==> config.mk <==
export PLATFORM = sky130hd
export DESIGN_NAME = alu_flags_core
export DESIGN_NICKNAME = d
export VERILOG_FILES = /design/src/rtl/alu_flags_pkg.sv /design/src/rtl/alu_addsub.sv /design/src/rtl/alu_logic.sv /design/src/rtl/alu_flag_pack.sv /design/src/rtl/alu_flags_core.sv
export SDC_FILE = /design/constraint.sdc
export NUM_CORES = 1
export LEC_CHECK = 0
export ABC_AREA = 1
export CAP_MARGIN = 40
export CORE_MARGIN = 5
export CORE_UTILIZATION = 50
export DETAILED_ROUTE_END_ITERATION = 6
export PLACE_DENSITY = 0.91
export SLEW_MARGIN = 25
export SYNTH_ARGS = -nofsm -noshare
export SYNTH_HDL_FRONTEND = slang
export SYNTH_SLANG_ARGS = --single-unit
==> constraint.sdc <==
create_clock -name vclk -period 3.18
set_input_delay 0.318 -clock vclk [all_inputs]
set_output_delay 0.318 -clock vclk [all_outputs]
set_load 0.005 [all_outputs]
==> src/rtl/alu_flags_pkg.sv <==
package alu_flags_pkg;

  typedef enum logic [3:0] {
    OP_ADD = 4'd0,
    OP_ADC = 4'd1,
    OP_SUB = 4'd2,
    OP_SBC = 4'd3,
    OP_CMP = 4'd4,
    OP_AND = 4'd5,
    OP_OR  = 4'd6,
    OP_XOR = 4'd7,
    OP_NEG = 4'd8,
    OP_CCF = 4'd9,
    OP_SCF = 4'd10
  } alu_op_e;

  localparam int FLAG_BITS = 8;
  localparam int POS_S     = 7;
  localparam int POS_Z     = 6;
  localparam int POS_PV    = 2;
  localparam int POS_C     = 0;

  typedef struct packed {
    logic s;
    logic z;
    logic pv;
    logic c;
  } alu_flags_t;

endpackage

==> src/rtl/alu_addsub.sv <==
module alu_addsub #(
  parameter int W = 8
) (
  input  logic [W-1:0] x_i,
  input  logic [W-1:0] y_i,
  input  logic         inv_y_i,
  input  logic         cin_i,
  output logic [W-1:0] sum_o,
  output logic         cout_o,
  output logic         ovf_o
);
  localparam int MSB = W - 1;

  logic [W-1:0] y_eff;
  logic [W:0]   full;

  always_comb begin
    y_eff  = inv_y_i ? ~y_i : y_i;
    full   = {1'b0, x_i} + {1'b0, y_eff} + {{W{1'b0}}, cin_i};
    sum_o  = full[W-1:0];
    cout_o = full[W];
    // signed overflow: like-signed inputs give a differently signed sum
    ovf_o  = (x_i[MSB] == y_eff[MSB]) && (full[MSB] != x_i[MSB]);
  end
endmodule

==> src/rtl/alu_logic.sv <==
module alu_logic #(
  parameter int W = 8
) (
  input  logic [W-1:0] a_i,
  input  logic [W-1:0] b_i,
  input  logic [1:0]   sel_i,
  output logic [W-1:0] r_o
);
  always_comb begin
    unique case (sel_i)
      2'd1:    r_o = a_i & b_i;
      2'd2:    r_o = a_i | b_i;
      2'd3:    r_o = a_i ^ b_i;
      default: r_o = a_i;
    endcase
  end
endmodule

==> src/rtl/alu_flag_pack.sv <==
module alu_flag_pack
  import alu_flags_pkg::*;
(
  input  alu_flags_t           fl_i,
  output logic [FLAG_BITS-1:0] byte_o
);
  always_comb begin
    byte_o         = '0;
    byte_o[POS_S]  = fl_i.s;
    byte_o[POS_Z]  = fl_i.z;
    byte_o[POS_PV] = fl_i.pv;
    byte_o[POS_C]  = fl_i.c;
  end
endmodule

==> src/rtl/alu_flags_core.sv <==
module alu_flags_core
  import alu_flags_pkg::*;
#(
  parameter int W = 8
) (
  input  logic [W-1:0] acc_i,
  input  logic [W-1:0] opnd_i,
  input  logic         carry_i,
  input  logic [3:0]   op_i,
  output logic [W-1:0] result_o,
  output logic [7:0]   flags_o
);
  localparam int MSB = W - 1;

  alu_op_e    op;
  logic [W-1:0] add_x, add_y, add_sum, log_r;
  logic         add_inv, add_cin, add_cout, add_ovf;
  logic [1:0]   log_sel;
  alu_flags_t   fl;

  assign op = alu_op_e'(op_i);

  // operand steering for the shared adder
  always_comb begin
    add_x   = acc_i;
    add_y   = opnd_i;
    add_inv = 1'b0;
    add_cin = 1'b0;
    unique case (op)
      OP_ADC: add_cin = carry_i;
      OP_SUB, OP_CMP: begin
        add_inv = 1'b1;
        add_cin = 1'b1;
      end
      OP_SBC: begin
        add_inv = 1'b1;
        add_cin = ~carry_i;
      end
      OP_NEG: begin
        add_x   = '0;
        add_y   = acc_i;
        add_inv = 1'b1;
        add_cin = 1'b1;
      end
      default: ;
    endcase
  end

  always_comb begin
    unique case (op)
      OP_AND:  log_sel = 2'd1;
      OP_OR:   log_sel = 2'd2;
      OP_XOR:  log_sel = 2'd3;
      default: log_sel = 2'd0;
    endcase
  end

  alu_addsub #(.W(W)) u_addsub (
    .x_i    (add_x),
    .y_i    (add_y),
    .inv_y_i(add_inv),
    .cin_i  (add_cin),
    .sum_o  (add_sum),
    .cout_o (add_cout),
    .ovf_o  (add_ovf)
  );

  alu_logic #(.W(W)) u_logic (
    .a_i  (acc_i),
    .b_i  (opnd_i),
    .sel_i(log_sel),
    .r_o  (log_r)
  );

  // result and flag selection
  always_comb begin
    result_o = acc_i;
    fl.pv    = ~^acc_i;
    fl.c     = carry_i;
    unique case (op)
      OP_ADD, OP_ADC: begin
        result_o = add_sum;
        fl.pv    = add_ovf;
        fl.c     = add_cout;
      end
      OP_SUB, OP_SBC: begin
        result_o = add_sum;
        fl.pv    = add_ovf;
        fl.c     = ~add_cout;
      end
      OP_CMP: begin
        fl.pv = add_ovf;
        fl.c  = ~add_cout;
      end
      OP_AND, OP_OR, OP_XOR: begin
        result_o = log_r;
        fl.pv    = ~^log_r;
        fl.c     = 1'b0;
      end
      OP_NEG: begin
        result_o = add_sum;
        fl.pv    = add_ovf;
        fl.c     = add_cout;
      end
      OP_CCF: fl.c = ~carry_i;
      OP_SCF: fl.c = 1'b1;
      default: ;
    endcase
    if (op == OP_CMP) begin
      fl.s = add_sum[MSB];
      fl.z = (add_sum == '0);
    end else begin
      fl.s = result_o[MSB];
      fl.z = (result_o == '0);
    end
  end

  alu_flag_pack u_pack (
    .fl_i  (fl),
    .byte_o(flags_o)
  );
endmodule

Word level (Yosys, flattened, before mapping)
Cells that the tools add are included.

Add/sub/neg operators: 2. Multipliers: 0. Divide/modulo/power cells: 0. Magnitude comparators: 0. Equal/unequal tests: 15. Shift-type cells: 0. Multiplexer cells: 11. Bitwise logic cells: 6. Reduce and logical (&&, ||, !) cells: 13.

Operators with widths (number): 2-to-1 mux 8 bit (3); one-hot mux 8 bit (3 select lines) (1); == test 4 x 3 -> 1 bit, second input constant (4); logical NOT 8 bit (2); one-hot mux 8 bit (2 select lines) (1); XNOR reduction 8 bit (2); == test 4 bit, second input constant (3); OR reduction 3 bit (4); adder 8 x 8 -> 9 bit (1); adder 9 x 1 -> 9 bit (1); bitwise AND 8 bit (1); == test 4 x 2 -> 1 bit, second input constant (2); NOT 8 bit (1); bitwise OR 8 bit (1); bitwise XOR 8 bit (1); one-hot mux 2 bit (3 select lines) (1); OR reduction 6 bit (1); one-hot mux 1 bit (5 select lines) (1); OR reduction 5 bit (1); == test 2 bit, second input constant (2); == test 4 x 1 -> 1 bit, second input constant (1); logical NOT 4 bit (1); OR reduction 4 bit (1); one-hot mux 1 bit (3 select lines) (1); 8 further kinds (9).

Flip-flop bits (word level): 0. Bits in latches: 0. Bits in writable memories: 0. ROM bits: 0. Input port bits: 21. Output and inout port bits: 16. Word-level logic and storage cells: 47. Memories: 0.

Logic depth before layout (Yosys ltp)
Depth in word-level cells: 9. Gate-level depth with buffers: 21. Mapped depth without buffers: 21.

Hierarchy
From an unflattened synthesis, not the netlist that was laid out.

Cell total of the unflattened synthesis: 309. Area, all modules: 1808.0 um2.

Modules (own cells, without submodules): alu_flags_core (instances 1, cells each 142, area an instance 725.7 um2); alu_logic (instances 1, cells each 86, area an instance 558.0 um2); alu_addsub (instances 1, cells each 72, area an instance 460.4 um2); alu_flag_pack (instances 1, cells each 9, area an instance 63.8 um2).

Least setup slack after synthesis
Ideal clock, no wire load.

Path kind: input to output. Start point: input op_i[2]. End point: output flags_o[6]. Arrival time: 2.863 ns. Setup slack: -0.001 ns. Stages on the path: 17. Cell sequence: nor2_1 -> inv_1 -> o211ai_1 -> nand3_1 -> o211ai_1 -> fa_1 -> inv_1 -> fa_1 -> nand3b_1 -> nand2_1 -> a21oi_1 -> or2_2 -> nand3_1 -> nand2_1 -> inv_1 -> nand4_1 -> nand2_1.

Word-level cells in the longest chain between the ends: 9. Elaborated cells between the ends (all ways): 30.

Ends and longest elaborated chain: start, declared (RTL line alu_flags_core.sv:9) `input logic [3:0] op_i,`; == test 4 x 3 -> 1 bit (tied with other cells) (RTL line alu_flags_core.sv:29) `unique case (op)`; OR reduction 4 bit (no line) / 2-to-1 mux 8 bit (equally long branches); 2-to-1 mux 1 bit / NOT 8 bit (equally long branches) (RTL line alu_flags_core.sv:29, alu_addsub.sv:18); 2-to-1 mux 8 bit (RTL line alu_addsub.sv:18) `y_eff = inv_y_i ? ~y_i : y_i;`; adder 8 x 8 -> 9 bit (RTL line alu_addsub.sv:19) `full = {1'b0, x_i} + {1'b0, y_eff} + {{W{1'b0}}, cin_i};`; adder 9 x 1 -> 9 bit (RTL line alu_addsub.sv:19); one-hot mux 8 bit (2 select lines) (*) (RTL line alu_flags_core.sv:80) `unique case (op)`; named net result_o[6] (RTL line alu_flags_core.sv:10) `output logic [W-1:0] result_o,`; logical NOT 8 bit (*) (RTL line alu_flags_core.sv:114) `fl.z = (result_o == '0);`; 2-to-1 mux 2 bit (*) (RTL line alu_flags_core.sv:109) `if (op == OP_CMP) begin`; end, declared (RTL line alu_flags_core.sv:11) `output logic [7:0] flags_o`.

The timed path passes the listed nets; every way through them passes the cells marked *.

Worst setup path after layout
Start point: input op_i[2]. End point: output flags_o[6].

Word-level cells in the longest chain between the ends: 9. Elaborated cells between the ends (all ways): 30.

Ends and longest elaborated chain (RTL line): == test 4 x 3 -> 1 bit (tied with other cells) (alu_flags_core.sv:29, alu_flags_core.sv:109); OR reduction 4 bit (no line) / 2-to-1 mux 8 bit (equally long branches); 2-to-1 mux 1 bit / NOT 8 bit (equally long branches) (alu_flags_core.sv:29, alu_addsub.sv:18); 2-to-1 mux 8 bit (alu_addsub.sv:18); adder 8 x 8 -> 9 bit (alu_addsub.sv:19); adder 9 x 1 -> 9 bit (alu_addsub.sv:19); one-hot mux 8 bit (2 select lines) (alu_flags_core.sv:80); logical NOT 8 bit (alu_flags_core.sv:114); 2-to-1 mux 2 bit (*) (alu_flags_core.sv:109).

Every way passes the cells marked *; elsewhere a longest branch is shown, timed or not.

==> impl_metrics.toml <==
[worst_setup_path]
required_ns = 2.86
crit_type = "in2out"
cp_max_fo = 4
crit_arrival_ns = 3.21
cp-start-kind = "primary input"
endpoint_kind = "output pin"

[sta]
period_minus_slack_ns = 3.53
finalSetupViolCount = 8
fmax_ghz = 0.283
whs_ns = 1.04
setup_slack_ns = -0.351
rsz0062_at_grt = "yes"
fin_crit_sh = 1.11
tns_ns = -1.33
hold_violations = 0
drv_slew = 0

[global_route]
grt_pass1_wl_um = 12700
grt_usage = 0.305
grt_max_degree = 11
grt_overflow = 0
antenna_found_initial = 0
grt_pass1_vias = 2813

[logic_synthesis]
ys_warn_count = 0
synth_area_mm2 = 0.00185
synthCells = 363
syn_area_per_cell_um2 = 5.10
synth.distinct_cells = 28
synth-seq-area-share = 0

[drt]
ant_nets = 0
avgRoutedWirePerCell_um = 18.2
vias_per_cell = 6.06
drt_iter0_markers = 488
drcViolationCount = 0
drt_first_pass_iters = 6
vias = 3173
routed_wl_um = 9530

[floorplan]
rows = 22
initial_core_util = 0.510
die-area_mm2 = 0.00502
io_pins = 37
die-width_um = 70.9
fp.dieH_um = 70.9
fp.coreArea_mm2 = 0.00363

[outcome]
status = "finished, violations left"
violations = "negative setup slack"

[final_layout]
design_area_mm2 = 0.00309
antenna_cells = 0
regArea_um2 = 0
nFlopsAndLatches = 0
syn2layout_area_growth_pct = 66.8
multi_input_area_mm2 = 0.00178
drive_gt1_frac = 0.338
final_util = 0.850
fillers = 197
stdcell_count = 524
finalNetCount = 524
n_clock_buffer = 0

[flow_run]
maxCapViolCount = 0

[placement]
gp_congestion = 0.951
portBuffers = 33
hpwl_um = 5360
dp_cells = 498
placed_cell_area_mm2 = 0.00265

[power]
vdd_drop_max_mv = 0.171
p_per_area_mw_per_mm2 = 233
p_leak_nw = 1.80

[hold_path]
worst_hold_path_type = "in2out"

[clock_network]
ctsHoldBuffers = 0
[metrics by stage]
step / total power [W] / worst slack [ns]
after floorplan: 0.000279 / 0.0262
after global placement: 0.000495 / -0.819
after detailed placement: 0.000513 / -0.988
after CTS: 0.000563 / -0.140
after global routing: 0.000765 / -0.378
final: 0.000719 / -0.351
[layout make-up]
| cell class | instances | area share |
|---|---|---|
| tap | 48 | 0.0194 |
| timing repair buffer | 119 | 0.320 |
| multi-input combinational | 287 | 0.575 |
| inverter | 70 | 0.0859 |
[cells in the final DEF (no fill, tap or decap), types with 3 or more instances in the layout]
| master | synthesis | layout |
|---|---|---|
| buf_4 | 4 | 79 |
| nand2_2 | 3 | 18 |
| conb_1 | 1 | 4 |
| nand3_1 | 34 | 25 |
| nand4_1 | 5 | 5 |
| o211ai_1 | 10 | 10 |
| nand3_2 | 0 | 8 |
| inv_1 | 70 | 62 |
| inv_2 | 0 | 7 |
| clkbuf_2 | 0 | 3 |
| xnor2_1 | 5 | 5 |
| nor2_4 | 0 | 6 |
| nand3b_1 | 6 | 6 |
| buf_6 | 1 | 11 |
| o21ai_1 | 0 | 3 |
| nor2_1 | 51 | 41 |
| ha_1 | 23 | 22 |
| xor2_1 | 5 | 3 |
| a21oi_2 | 0 | 3 |
| nand2_1 | 112 | 95 |
| nor2_2 | 4 | 8 |
| clkdlybuf4s50_1 | 0 | 17 |
| o21ai_0 | 7 | 4 |
[worst paths after layout]
check | startpoint | to | slack, ns | cells past startpoint
worst max-delay path | op_i[2] | flags_o[6] | -0.35 | 20
worst min-delay path | op_i[2] | flags_o[0] | 1.04 | 4
[per-layer routing]
layer / GRT usage / vias up / share of wire
li1: - / 1355 / -
met1: 0.361 / 1376 / 0.36
met2: 0.529 / 327 / 0.44
met3: 0.0483 / 115 / 0.11
met4: 0.154 / 0 / 0.094
met5: 0 / - / 0
[power by group]
part / internal, W / switching (W)
Combinational: 0.000337 / 0.000383
Clock: 0 / 0
Sequential: 0 / 0
Total: 0.000337 / 0.000383
[synth_stat cells (all sizes together) (2+ instances only)]
library cell | n | area [um^2]
inv | 70 | 263
xor2 | 5 | 43.8
ha | 23 | 288
a22oi | 2 | 15.0
xnor2 | 5 | 43.8
nor2 | 55 | 216
clkbuf | 2 | 7.51
nand3 | 34 | 170
a21oi | 5 | 25.0
nand3b | 6 | 45.0
buf | 7 | 51.3
o211ai | 10 | 75.1
nand2 | 115 | 439
fa | 2 | 40.0
nor3 | 3 | 15.0
o21ai | 7 | 35.0
nand4 | 5 | 31.3
[kinds of logic after synthesis]
| family | Yosys count | synth area share |
|---|---|---|
| compound gates | 29 | 0.101 |
| xor+xnor | 10 | 0.0473 |
| fa+ha+maj | 25 | 0.177 |
| buf+inv | 79 | 0.174 |
| other cells | 1 | 0.00203 |
| simple gates | 219 | 0.499 |
[critical path, stage by stage]
cell	delay (ns)
buf_8	0.11
nor2_4	0.16
inv_2	0.08
buf_4	0.14
nor3_1	0.21
a311o_1	0.23
fa_2	0.24
inv_2	0.04
fa_2	0.37
nand3b_1	0.22
nand2_2	0.12
nand2_2	0.06
nand2_2	0.09
nor2_2	0.05
nor2_2	0.17
nand3_1	0.12
nor2_1	0.18
nand4_1	0.12
nand2_1	0.08
clkbuf_2	0.11
[repair_timing]
item / CTS / global route
pin swaps: 21 / 37
buffers inserted: 15 / 11
setup endpoints to repair: 12 / 11
gates resized for setup: 65 / 66
(Power assumes the default switching activity.)
